`config.mk`:
```
export PLATFORM = sky130hd
export DESIGN_NAME = cc_line21_enc
export DESIGN_NICKNAME = d
export VERILOG_FILES = /design/src/rtl/cc_pkg.sv /design/src/rtl/cc_ctrl.sv /design/src/rtl/cc_datapath.sv /design/src/rtl/cc_line21_enc.sv
export SDC_FILE = /design/constraint.sdc
export NUM_CORES = 1
export LEC_CHECK = 0
export ABC_AREA = 0
export ABC_CLOCK_PERIOD_IN_PS = 7900
export BUFFER_PORTS_ARGS = -buffer_cell sky130_fd_sc_hd__buf_2
export CAP_MARGIN = 40
export CORE_ASPECT_RATIO = 0.9
export CORE_MARGIN = 5
export CORE_UTILIZATION = 30
export DETAILED_ROUTE_END_ITERATION = 8
export GPL_ROUTABILITY_DRIVEN = 0
export MAX_ROUTING_LAYER = met4
export SYNTH_ARGS = -nofsm -noshare
export SYNTH_HDL_FRONTEND = slang
export SYNTH_SLANG_ARGS = --single-unit
```
`constraint.sdc`:
```
create_clock -name clk -period 7.9 [get_ports clk]
set_clock_uncertainty 0.15 [all_clocks]
set_input_delay 1.975 -clock clk [delete_from_list [all_inputs] [get_ports clk]]
set_output_delay 1.975 -clock clk [all_outputs]
set_load 0.01 [all_outputs]
```
`src/rtl/cc_pkg.sv`:
```
package cc_pkg;
  localparam int RUNIN_CYCLES = 7;
  localparam int RUNIN_BITS   = 2 * RUNIN_CYCLES;
  localparam int FRAMING_BITS = 3;
  localparam int DATA_BITS    = 16;
  localparam int FRAME_BITS   = RUNIN_BITS + FRAMING_BITS + DATA_BITS;
  localparam int IDX_W        = $clog2(FRAME_BITS);

  typedef struct packed {
    logic load;
    logic loadOdd;
    logic shift;
    logic sending;
  } ccStrobe_t;

  typedef enum logic [1:0] {
    CC_IDLE = 2'd0,
    CC_WAIT = 2'd1,
    CC_SEND = 2'd2
  } ccState_t;
endpackage

```
`src/rtl/cc_ctrl.sv`:
```
module cc_ctrl
  import cc_pkg::*;
#(
  parameter int LINE_W      = 10,
  parameter int SEL_W       = 5,
  parameter int HPOS_W      = 11,
  parameter int BITP_W      = 8,
  parameter int LINE_OFS525 = 4,
  parameter int LINE_OFSOTH = 1
) (
  input  logic              clk,
  input  logic              rstN,
  input  logic              lineStrobe,
  input  logic              oddField,
  input  logic [LINE_W-1:0] lineIndex,
  input  logic              sys525,
  input  logic [SEL_W-1:0]  lineSel,
  input  logic [HPOS_W-1:0] startDelay,
  input  logic [BITP_W-1:0] bitPeriod,
  input  logic              oddEnable,
  input  logic              evenEnable,
  output ccStrobe_t         strobe
);
  localparam logic [IDX_W-1:0] LAST_IDX = IDX_W'(FRAME_BITS - 1);

  ccState_t          state;
  logic [HPOS_W-1:0] delayCnt;
  logic [BITP_W-1:0] periodCnt;
  logic [IDX_W-1:0]  bitIdx;
  logic [LINE_W-1:0] targetLine;
  logic [BITP_W-1:0] effPeriod;
  logic              lineHit;
  logic              fieldEn;
  logic              lastPer;

  always_comb begin
    targetLine = LINE_W'(lineSel) + (sys525 ? LINE_W'(LINE_OFS525) : LINE_W'(LINE_OFSOTH));
    lineHit    = (lineIndex == targetLine);
    fieldEn    = oddField ? oddEnable : evenEnable;
    effPeriod  = (bitPeriod == '0) ? BITP_W'(1) : bitPeriod;
    lastPer    = (periodCnt == effPeriod - BITP_W'(1));
    strobe.load    = (state == CC_IDLE) && lineStrobe && lineHit && fieldEn;
    strobe.loadOdd = oddField;
    strobe.sending = (state == CC_SEND);
    strobe.shift   = (state == CC_SEND) && lastPer;
  end

  always_ff @(posedge clk) begin
    if (!rstN) begin
      state     <= CC_IDLE;
      delayCnt  <= '0;
      periodCnt <= '0;
      bitIdx    <= '0;
    end else begin
      case (state)
        CC_IDLE: begin
          if (strobe.load) begin
            state    <= CC_WAIT;
            delayCnt <= startDelay;
          end
        end
        CC_WAIT: begin
          if (delayCnt == '0) begin
            state     <= CC_SEND;
            periodCnt <= '0;
            bitIdx    <= '0;
          end else begin
            delayCnt <= delayCnt - HPOS_W'(1);
          end
        end
        CC_SEND: begin
          if (lastPer) begin
            periodCnt <= '0;
            if (bitIdx == LAST_IDX) state <= CC_IDLE;
            else bitIdx <= bitIdx + IDX_W'(1);
          end else begin
            periodCnt <= periodCnt + BITP_W'(1);
          end
        end
        default: state <= CC_IDLE;
      endcase
    end
  end

  // a frame ends only after its last bit
  a_r7_full_frame: assert property (@(posedge clk) disable iff (!rstN)
    $fell(strobe.sending) |-> ($past(bitIdx) == LAST_IDX));

  // capture happens only when no frame is pending
  a_r12_load_idle: assert property (@(posedge clk) disable iff (!rstN)
    strobe.load |=> (state == CC_WAIT));

  // the period counter never passes the effective period
  a_r8_period_bound: assert property (@(posedge clk) disable iff (!rstN)
    (state == CC_SEND) && $stable(bitPeriod) |-> (periodCnt < effPeriod));
endmodule

```
`src/rtl/cc_datapath.sv`:
```
module cc_datapath
  import cc_pkg::*;
(
  input  logic      clk,
  input  logic      rstN,
  input  ccStrobe_t strobe,
  input  logic [7:0] oddByte0,
  input  logic [7:0] oddByte1,
  input  logic [7:0] evenByte0,
  input  logic [7:0] evenByte1,
  output logic      capData,
  output logic      capValid
);
  logic [FRAME_BITS-1:0] frameReg;
  logic [RUNIN_BITS-1:0] runIn;
  logic [7:0]            selByte0;
  logic [7:0]            selByte1;

  genvar gi;
  generate
    for (gi = 0; gi < RUNIN_BITS; gi++) begin : g_runin
      assign runIn[gi] = ((gi % 2) == 0);
    end
  endgenerate

  always_comb begin
    selByte0 = strobe.loadOdd ? oddByte0 : evenByte0;
    selByte1 = strobe.loadOdd ? oddByte1 : evenByte1;
  end

  always_ff @(posedge clk) begin
    if (!rstN) begin
      frameReg <= '0;
    end else if (strobe.load) begin
      frameReg <= {selByte1, selByte0, 3'b100, runIn};
    end else if (strobe.shift) begin
      frameReg <= {1'b0, frameReg[FRAME_BITS-1:1]};
    end
  end

  assign capValid = strobe.sending;
  assign capData  = strobe.sending & frameReg[0];

  // the snapshot holds unless loaded or shifted
  a_r10_snapshot_hold: assert property (@(posedge clk) disable iff (!rstN)
    !strobe.load && !strobe.shift |=> $stable(frameReg));

  // a load never happens while bits are going out
  a_r12_no_load_busy: assert property (@(posedge clk) disable iff (!rstN)
    !(strobe.load && strobe.sending));
endmodule

```
`src/rtl/cc_line21_enc.sv`:
```
module cc_line21_enc
  import cc_pkg::*;
#(
  parameter int LINE_W      = 10,
  parameter int SEL_W       = 5,
  parameter int HPOS_W      = 11,
  parameter int BITP_W      = 8,
  parameter int LINE_OFS525 = 4,
  parameter int LINE_OFSOTH = 1
) (
  input  logic              clk,
  input  logic              rstN,
  input  logic              lineStrobe,
  input  logic              oddField,
  input  logic [LINE_W-1:0] lineIndex,
  input  logic              sys525,
  input  logic [SEL_W-1:0]  lineSel,
  input  logic [HPOS_W-1:0] startDelay,
  input  logic [BITP_W-1:0] bitPeriod,
  input  logic              oddEnable,
  input  logic              evenEnable,
  input  logic [7:0]        oddByte0,
  input  logic [7:0]        oddByte1,
  input  logic [7:0]        evenByte0,
  input  logic [7:0]        evenByte1,
  output logic              capData,
  output logic              capValid
);
  ccStrobe_t strobe;

  cc_ctrl #(
    .LINE_W(LINE_W), .SEL_W(SEL_W), .HPOS_W(HPOS_W), .BITP_W(BITP_W),
    .LINE_OFS525(LINE_OFS525), .LINE_OFSOTH(LINE_OFSOTH)
  ) u_ctrl (
    .clk(clk), .rstN(rstN), .lineStrobe(lineStrobe), .oddField(oddField),
    .lineIndex(lineIndex), .sys525(sys525), .lineSel(lineSel),
    .startDelay(startDelay), .bitPeriod(bitPeriod),
    .oddEnable(oddEnable), .evenEnable(evenEnable), .strobe(strobe)
  );

  cc_datapath u_dp (
    .clk(clk), .rstN(rstN), .strobe(strobe),
    .oddByte0(oddByte0), .oddByte1(oddByte1),
    .evenByte0(evenByte0), .evenByte1(evenByte1),
    .capData(capData), .capValid(capValid)
  );

  // the first bit of every frame is a 1
  a_r2_runin_first: assert property (@(posedge clk) disable iff (!rstN)
    $rose(capValid) |-> capData);

  // no data level outside the window
  a_r11_blank: assert property (@(posedge clk) disable iff (!rstN)
    !capValid |-> !capData);
endmodule

```
After elaboration in Yosys (flattened, before gate mapping):

Index checks and enable logic that the tools add are counted.

* memories kept: 0
* logic and storage cells: 61
* ROM bits: 0
* bits in latches: 0
* register bits: 60
* RAM bits: 0
* output and inout bits: 2
* bits of input ports: 73

* $mul: 0
* $add $sub $neg: 5
* div/mod/pow operators: 0
* equal/unequal tests: 11
* mux-type cells: 22
* shift-type cells: 0
* magnitude comparators: 0
* reductions and logical operators: 15
* bitwise gates (word level): 2

Operator list (count)
* 33-bit 2-to-1 mux: 2
* 8-bit 2-to-1 mux: 5
* 11-bit 2-to-1 mux: 2
* 11-bit one-hot mux with 2 select lines: 1
* 6-bit 2-to-1 mux: 3
* 8-bit one-hot mux with 2 select lines: 1
* 6-bit one-hot mux with 2 select lines: 1
* 11-bit logical NOT: 1
* 11-bit by 1-bit subtractor with 11-bit output, second input constant: 1
* 5-bit by 10-bit adder with 10-bit output: 1
* 10-bit == test: 1
* 8-bit by 1-bit adder with 8-bit output, second input constant: 1
* 8-bit == test: 1
* 8-bit logical NOT: 1
* 2-bit 2-to-1 mux: 4
* 4-bit AND reduction: 2
* 8-bit by 1-bit subtractor with 8-bit output, second input constant: 1
* 6-bit by 1-bit adder with 6-bit output, second input constant: 1
* 6-bit == test, second input constant: 1
* 2-bit by 1-bit inequality test with 1-bit output, second input constant: 3
* 2-bit inequality test, second input constant: 3
* 2-bit one-hot mux with 3 select lines: 1
* 2-bit nonzero test: 3
* 1-bit logical AND: 4
* other kinds (10): 10

Depth between registers and ports, before layout:

Gate-level depths: netlist of the first run.

* depth in word-level cells: 7
* mapped depth: 13
* depth with buffers taken out: 9

Modules after synthesis:

Synthesis of the first run repeated with hierarchy kept, for this count alone.

* cell total of the unflattened synthesis: 389
* area, all modules: 3510.9 um2

Modules (own cells, without submodules)
* cc_ctrl: cells an instance 257, seq. area each 540.5 um2, area each 2011.9 um2, times used 1
* cc_datapath: cells an instance 132, seq. area each 660.6 um2, area each 1498.9 um2, times used 1

Worst setup path after synthesis of the first run:

No wires, ideal clock.

* path type: input -> register
* start point: in bitPeriod[3]
* end point: reg u_ctrl.periodCnt[2]
* arrival time: 4199 ps
* setup time: 128 ps
* setup slack: 3423 ps
* buffers on the path: 2
* stages: 11
* required time: 7622 ps
* cells stage by stage: buf_6 nor4_1 a21oi_1 ha_1 nor2b_1 a21o_1 a221oi_1 nand4_1 clkbuf_1 a41oi_1 a31oi_1

* word-level cells in the longest chain between the ends: 6

RTL lines
* from (decl): RTL line cc_line21_enc.sv:19 `input logic [BITP_W-1:0] bitPeriod,`
* 8-bit logical NOT: RTL line cc_ctrl.sv:40 `effPeriod = (bitPeriod == '0) ? BITP_W'(1) : bitPeriod;`
* 8-bit 2-to-1 mux (*): RTL line cc_ctrl.sv:40
* 8-bit by 1-bit subtractor with 8-bit output (*): RTL line cc_ctrl.sv:41 `lastPer = (periodCnt == effPeriod - BITP_W'(1));`
* 8-bit == test (*): RTL line cc_ctrl.sv:41
* 8-bit 2-to-1 mux (*): RTL line cc_ctrl.sv:72 `if (lastPer) begin`
* 8-bit one-hot mux with 2 select lines (*): RTL line cc_ctrl.sv:55 `case (state)`
* to (signal assigned): RTL line cc_ctrl.sv:77 `periodCnt <= periodCnt + BITP_W'(1);`
* to (decl): RTL line cc_ctrl.sv:28 `logic [BITP_W-1:0] periodCnt;`

Every way passes the cells marked *; elsewhere a longest branch is shown, timed or not.
A chain may end at the register's enable or synchronous reset.

Worst setup path after layout of the first run:

* start point: in bitPeriod[3]
* end point: reg u_dp.frameReg[22]

* word-level cells in the longest chain between the ends: 6

RTL lines
* 8-bit logical NOT: RTL line cc_ctrl.sv:40
* 8-bit 2-to-1 mux (*): RTL line cc_ctrl.sv:40
* 8-bit by 1-bit subtractor with 8-bit output (*): RTL line cc_ctrl.sv:41
* 8-bit == test (*): RTL line cc_ctrl.sv:41
* 1-bit logical AND (*): RTL line cc_ctrl.sv:45 `strobe.shift = (state == CC_SEND) && lastPer;`
* 2-bit nonzero test (no line) (*)
* to (signal assigned): RTL line cc_datapath.sv:35 `frameReg <= {selByte1, selByte0, 3'b100, runIn};`
* to (signal assigned): RTL line cc_datapath.sv:37 `frameReg <= {1'b0, frameReg[FRAME_BITS-1:1]};`
* to (decl): RTL line cc_datapath.sv:14 `logic [FRAME_BITS-1:0] frameReg;`

Marked as above.

==> impl_metrics.toml, run 1 <==
[run_status]
status = "finished, final reports clean"

[critical_path]
start_kind = "input port"
worstSetupPathType = "input port to register"
timing.rr.start = "u_ctrl.delayCnt[1]$_SDFFE_PN0P_"
worstReg2RegEnd = "u_ctrl.delayCnt[8]$_SDFFE_PN0P_"
arrival_ns = 5.15
cp_slowest_stage_delay_ns = 0.81
path_cells = "buf_2 -> nor4_1 -> a21oi_1 -> ha_1 -> nor2b_1 -> a21o_1 -> a221oi_1 -> and4_1 -> nand2_2 -> a211oi_1"
cp-end-kind = "register"
cp_slowest_cell = "and4_1"
crit_required_ns = 7.99
critPathMaxFanout = 24
r2r_cells = 7
r2r_slack_ns = 4.80

[clock_tree]
hold_buffers = 0
clkLatencyLatePin_ns = 0.33
cts_resized = 0
cts.sink_count = 60
cts_tree = "done"
clk_root_buffer_cell = "clkbuf_16"
cts_buffers = 9
path_clk_slew_ns = 0.05
clockBufferDepth = 2
postCtsSetupRepairBufs = 0
ctsHtreeMaxLevel = 3

[synth]
ys.flop_type = "dfxtp_1"
synthArstFlopShare_pct = 0
yosysUniqueCellTypes = 58
ys_seq_area_share_pct = 33.3
ys_top_cells_by_area = "dfxtp_1 (33%), a21oi_1 (5.7%), mux2_2 (5.0%), nor2_1 (4.2%), o21ai_0 (3.9%)"
yosys_warnings = 0
synthesis.nets = 539
synth.largest_area_cell = "dfxtp_1"
ys_seq_elements = 60
netlist_area_um2 = 3600
synth_edf_count = 0
synthCells = 458
synth_top_area_share_pct = 33.3
avgSynthCellArea_um2 = 7.87

[route]
drt_pass1_iterations = 5
drt-total-wl_mm = 9.38
wire_per_inst_um = 13.9
ant_nets = 0
drtIter0Drc = 283
vias = 3605
via_per_inst = 5.32
drc = 0

[floorplanning]
rows = 38
io_pins = 75
dieArea_um2 = 14300
die_w_um = 126
start_util_pct = 30.2
die_y_um = 114
coreArea_um2 = 11900

[sta]
fin_ws_ns = 2.84
fin_setup_tns_ns = 0
hold_ws_ns = 0.311
finalSetupViolations = 0
rsz0062_at_grt = "false"
finalHoldViolCount = 0
min_period_ns = 5.06
fmax_mhz = 198
worstMarginPinSlew_ns = 0.888
finalCritPeriodShare_pct = 64.0
drv_slew = 0
max_slew_margin_pct = 40.8

[cells_and_area]
seq_area_um2 = 1200
multi_input_area_um2 = 2200
finish.net_count = 594
antenna_cells = 0
nFillCells = 1226
drive_gt1_share_pct = 22.4
area_growth_syn_to_layout_pct = 21.9

[worst_hold_path]
hold_end = "u_dp.frameReg[12]$_SDFFE_PN0P_"
hold_depth = 2
min_path_type = "register to register"
hold_start = "u_dp.frameReg[13]$_SDFFE_PP0N_"

[power_and_ir_drop]
p_per_area_nw_per_um2 = 181
p_total_uw = 794
ir_drop_v = 0.000104
total_leakage_power_nw = 1.63

[grt]
grt_usage_pct = 13.6
grt_pass1_wl_mm = 16.1
met1_usage_pct = 16.7
grt_pass1_vias = 3491
gr-total-overflow = 0
grt_util_met3_pct = 5.06
grt_start_max_net_pins = 45
antenna_found_initial = 0
grt.busiest_layer = "met2"
met2_usage_pct = 21.5

[place]
io_buffers = 74
place_ws_ns = 2.56
hpwl_mm = 6.35

[job]
maxCapViolCount = 0
-- logic make-up after synthesis --
family	count (synthesis)	synth area share, %
flops	60	33.3
buf+inv	48	5.97
compound gates	137	23.9
mux	23	6.94
xor+xnor	15	3.65
simple gates	167	23.4
fa+ha+maj	8	2.78
-- sequential cells by signal, summed over array words and instances (netlist names) --
register / count
u_dp.frameReg: 33
u_ctrl.bitIdx: 6
u_ctrl.delayCnt: 11
u_ctrl.periodCnt: 8
u_ctrl.state: 2
-- stage by stage --
stage / instances / instance area (um2) / utilization, %
2_1_floorplan: 458 / 3600 / -
3_3_place_gp: 661 / 4050 / 34.0
3_5_place_dp: 662 / 4070 / 34.1
4_1_cts: 677 / 4390 / 36.8
5_1_grt: 677 / 4390 / 36.8
6_report: 677 / 4390 / 36.8
-- worst max-delay path: cells and delay by family --
kind	cells	cell delay (ns)
AO/OA/AOI/OAI	4	0.95
buffers and inverters	1	0.15
adder cells (fa/ha/maj)	1	0.26
AND/OR/NAND/NOR	4	1.81
-- how the worst max path moves through the flow --
stage                     cells past startpoint  slack [ns]                          endpoint    startpoint
after CTS                                    10        2.89    u_dp.frameReg[22]$_SDFFE_PN0P_  bitPeriod[3]
after global placement                       10        2.67    u_dp.frameReg[27]$_SDFFE_PN0P_  bitPeriod[3]
after global routing                         10        2.51    u_dp.frameReg[28]$_SDFFE_PN0P_  bitPeriod[3]
final                                        10        2.84    u_dp.frameReg[22]$_SDFFE_PN0P_  bitPeriod[3]
after floorplan                              11        3.42  u_ctrl.periodCnt[2]$_SDFFE_PN0P_  bitPeriod[3]
after detailed placement                     10        2.56    u_dp.frameReg[22]$_SDFFE_PN0P_  bitPeriod[3]
-- metal layers --
metal | wire length (um) | up-vias
met5 | 0 | -
met4 | 37 | 0
met3 | 616 | 4
met2 | 4300 | 103
met1 | 4430 | 1676
li1 | - | 1822
-- cell usage after synthesis (2+ instances only) --
| library cell | number |
|---|---|
| nand2_1 | 33 |
| buf_1 | 2 |
| and2_1 | 3 |
| or3_1 | 9 |
| a211oi_1 | 17 |
| o21ai_0 | 28 |
| or4_1 | 5 |
| a41oi_1 | 2 |
| nor3_1 | 11 |
| inv_1 | 11 |
| a221oi_1 | 2 |
| clkbuf_1 | 25 |
| o32ai_1 | 7 |
| or4b_1 | 2 |
| a22o_1 | 2 |
| buf_2 | 4 |
| a32oi_1 | 2 |
| ha_1 | 8 |
| mux2i_1 | 7 |
| a31oi_1 | 5 |
| a22oi_1 | 2 |
| nand4_1 | 4 |
| xnor2_1 | 3 |
| and3_1 | 3 |
| a211o_1 | 2 |
| mux2_2 | 16 |
| nor2_1 | 40 |
| buf_6 | 3 |
| nand3_1 | 27 |
| nor4_1 | 17 |
| buf_4 | 2 |
| dfxtp_1 | 60 |
| nand2b_1 | 3 |
| a21oi_1 | 41 |
| xor2_1 | 12 |
| o22ai_1 | 11 |
| o211ai_1 | 6 |
-- layout make-up --
type                            count  share of cell area, %
Clock buffer                       11                   5.75
Sequential cell                    60                   27.3
Clock inverter                      4                   1.65
Multi-Input combinational cell    350                   50.1
Tap cell                          160                   4.56
Inverter                           12                   1.03
Timing Repair Buffer               80                   9.62
-- placed cells by master, fill, tap and decap left out, drive strengths merged, types with 3 or more instances in the layout --
cell / synthesis / routed
a211oi: 17 / 17
a21oi: 41 / 41
a31oi: 5 / 5
and2: 4 / 4
and3: 3 / 3
buf: 11 / 80
clkbuf: 25 / 11
dfxtp: 60 / 60
ha: 8 / 8
inv: 11 / 11
mux2: 16 / 16
mux2i: 7 / 7
nand2: 34 / 34
nand2b: 3 / 3
nand3: 27 / 27
nand4: 4 / 4
nor2: 40 / 40
nor3: 11 / 11
nor4: 17 / 17
o211ai: 6 / 6
o21ai: 29 / 29
o22ai: 11 / 11
o32ai: 7 / 7
or3: 9 / 9
or4: 6 / 6
xnor2: 3 / 3
xor2: 12 / 12
-- where the power goes --
part | total (mW) | switching, mW | internal [mW] | leakage (nW)
registers | 0.305 | 0.000835 | 0.304 | 0.483
clock network | 0.425 | 0.134 | 0.290 | 0.158
logic | 0.0647 | 0.0327 | 0.0320 | 0.987
total | 0.794 | 0.168 | 0.626 | 1.63
Power figures use the tool's default switching activity.
==> run 2: changes to the inputs <==
--- a/config.mk
+++ b/config.mk
@@ -6,7 +6,7 @@
 export NUM_CORES = 1
 export LEC_CHECK = 0
 export ABC_AREA = 0
-export ABC_CLOCK_PERIOD_IN_PS = 7900
+export ABC_CLOCK_PERIOD_IN_PS = 4980
 export BUFFER_PORTS_ARGS = -buffer_cell sky130_fd_sc_hd__buf_2
 export CAP_MARGIN = 40
 export CORE_ASPECT_RATIO = 0.9
==> constraint.sdc (replaced) <==
create_clock -name clk -period 4.98 [get_ports clk]
set_clock_uncertainty 0.15 [all_clocks]
set_input_delay 1.245 -clock clk [delete_from_list [all_inputs] [get_ports clk]]
set_output_delay 1.245 -clock clk [all_outputs]
set_load 0.01 [all_outputs]
==> impl_metrics.toml, run 2 (synthesized netlist as in run 1, its figures left out) <==
[run_status]
status = "finished, final reports clean"

[clock_tree]
clk_root_buffer_cell = "clkbuf_16"
path_clk_slew_ns = 0.05
postCtsSetupRepairBufs = 0
clockBufferDepth = 2
hold_buffers = 0
cts_buffers = 9
cts_tree = "done"
ctsHtreeMaxLevel = 3
cts_resized = 0
cts.sink_count = 60
clkLatencyLatePin_ns = 0.32

[cells_and_area]
fin_util_pct = 36.7
drive_gt1_share_pct = 22.4
area_growth_syn_to_layout_pct = 21.4
final_cell_mix = "buf_2 (74), dfxtp_1 (60), a21oi_1 (41)"
finish.net_count = 596
antenna_cells = 0
fin_cells = 679
regMostFlops = "u_dp.frameReg"
reg_top3 = "u_dp.frameReg x33, u_ctrl.delayCnt x11, u_ctrl.periodCnt x8"
largest_register_ffs = 33
final_common_cell = "buf_2"

[sta]
max_slew_margin_pct = 39.3
fin_setup_tns_ns = 0
worstMarginPinSlew_ns = 0.911
finalSetupViolations = 0
drv_slew = 0
min_period_ns = 3.82
rsz0062_at_grt = "false"
fmax_mhz = 262
finalHoldViolCount = 0
finalCritPeriodShare_pct = 76.8

[route]
drt-total-wl_mm = 9.49
wire_per_inst_um = 14.0
drc = 0
drt_pass1_iterations = 4
via_per_inst = 5.33
vias = 3622
drtIter0Drc = 285
ant_nets = 0

[critical_path]
path_cells = "buf_2 -> inv_1 -> ha_1 -> ha_1 -> xor2_1 -> nor4_1 -> nand3_1 -> a211o_1 -> and2_1 -> o32ai_1"
cp_slowest_stage_delay_ns = 0.66
timing.rr.start = "u_ctrl.delayCnt[0]$_SDFFE_PN0P_"
r2r_cells = 7
crit_path_start = "sys525"
r2r_slack_ns = 1.91
start_kind = "input port"
critPathMaxFanout = 30
cp_slowest_cell = "a211o_1"
worstReg2RegEnd = "u_ctrl.delayCnt[3]$_SDFFE_PN0P_"
cp_top_family = "compound AO/OA/AOI/OAI gates"
worstSetupPathType = "input port to register"
cp.buffers_inverters = 2
arrival_ns = 3.90
crit_required_ns = 5.05
cp_common_cell = "ha_1"
cp-end-kind = "register"

[place]
io_buffers = 74
dp.cells = 664
hpwl_mm = 6.54

[floorplanning]
dieArea_um2 = 14300
rows = 38
coreArea_um2 = 11900
io_pins = 75
start_util_pct = 30.2
die_y_um = 114
die_w_um = 126

[power_and_ir_drop]
p_total_mw = 1.15
p_per_area_nw_per_um2 = 263
total_leakage_power_nw = 1.62
ir_drop_v = 0.000138

[grt]
gr-total-overflow = 0
grt_pass1_vias = 3586
grt_start_max_net_pins = 45
grt_pass1_wl_mm = 16.3
antenna_found_initial = 0
grt_usage_pct = 13.8

[worst_hold_path]
hold_depth = 2
hold_end = "u_dp.frameReg[4]$_SDFFE_PN0P_"
hold_start = "u_dp.frameReg[5]$_SDFFE_PP0N_"
min_path_type = "register to register"

[job]
maxCapViolCount = 0
==> run 2: changes by cell type in the layout (fill, tap and decap cells not counted), sizes merged <==
| cell | previous run | this run |
|---|---|---|
| buf | 80 | 82 |
| bufinv | 2 | 0 |
| clkbuf | 11 | 13 |
| clkinv | 2 | 3 |
| clkinvlp | 1 | 0 |
==> run 2: layout make-up <==
cell class / count / area [um2]
fillers: 1246 / 7560
multi-input cells: 350 / 2200
flip-flops and latches: 60 / 1200
repair buffers: 82 / 458
clock buffers: 13 / 260
well taps: 160 / 200
inverters: 12 / 45.0
clock inverters: 2 / 10.0
==> run 2: worst min-delay path: stages, from the launching register on <==
cell and delay [ns]:
dfxtp_1 0.30, nand3_1 0.06, a21oi_1 0.05
==> run 2: where the power goes <==
group	total, mW	switching (mW)	internal (mW)
Clock	0.563	0.204	0.359
Sequential	0.483	0.00130	0.482
Combinational	0.105	0.0524	0.0530
==> run 2: how the worst max path moves through the flow <==
stage / endpoint / depth (start not counted)
after detailed placement: u_ctrl.delayCnt[4]$_SDFFE_PN0P_ / 10
after global routing: u_ctrl.delayCnt[3]$_SDFFE_PN0P_ / 10
after floorplan: u_ctrl.periodCnt[2]$_SDFFE_PN0P_ / 11
final: u_ctrl.delayCnt[4]$_SDFFE_PN0P_ / 10
after CTS: u_ctrl.delayCnt[4]$_SDFFE_PN0P_ / 10
after global placement: u_ctrl.bitIdx[2]$_SDFFE_PN0P_ / 11
==> run 2: per-layer routing <==
metal / vias up / share of wire (%) / global-route usage (%)
li1: 1818 / - / -
met1: 1707 / 47 / 16.8
met4: 0 / 0.77 / 3.61
met3: 8 / 5.9 / 3.75
met2: 89 / 47 / 22.7
met5: - / 0 / -
==> run 2: stage by stage <==
step	worst slack, ns	hold WS (ns)	instance area, um2
after floorplan	1.23	0.283	3600
after global placement	0.902	0.296	4060
after detailed placement	0.804	0.305	4100
after CTS	1.14	0.314	4370
after global routing	0.830	0.332	4370
final	1.16	0.311	4370
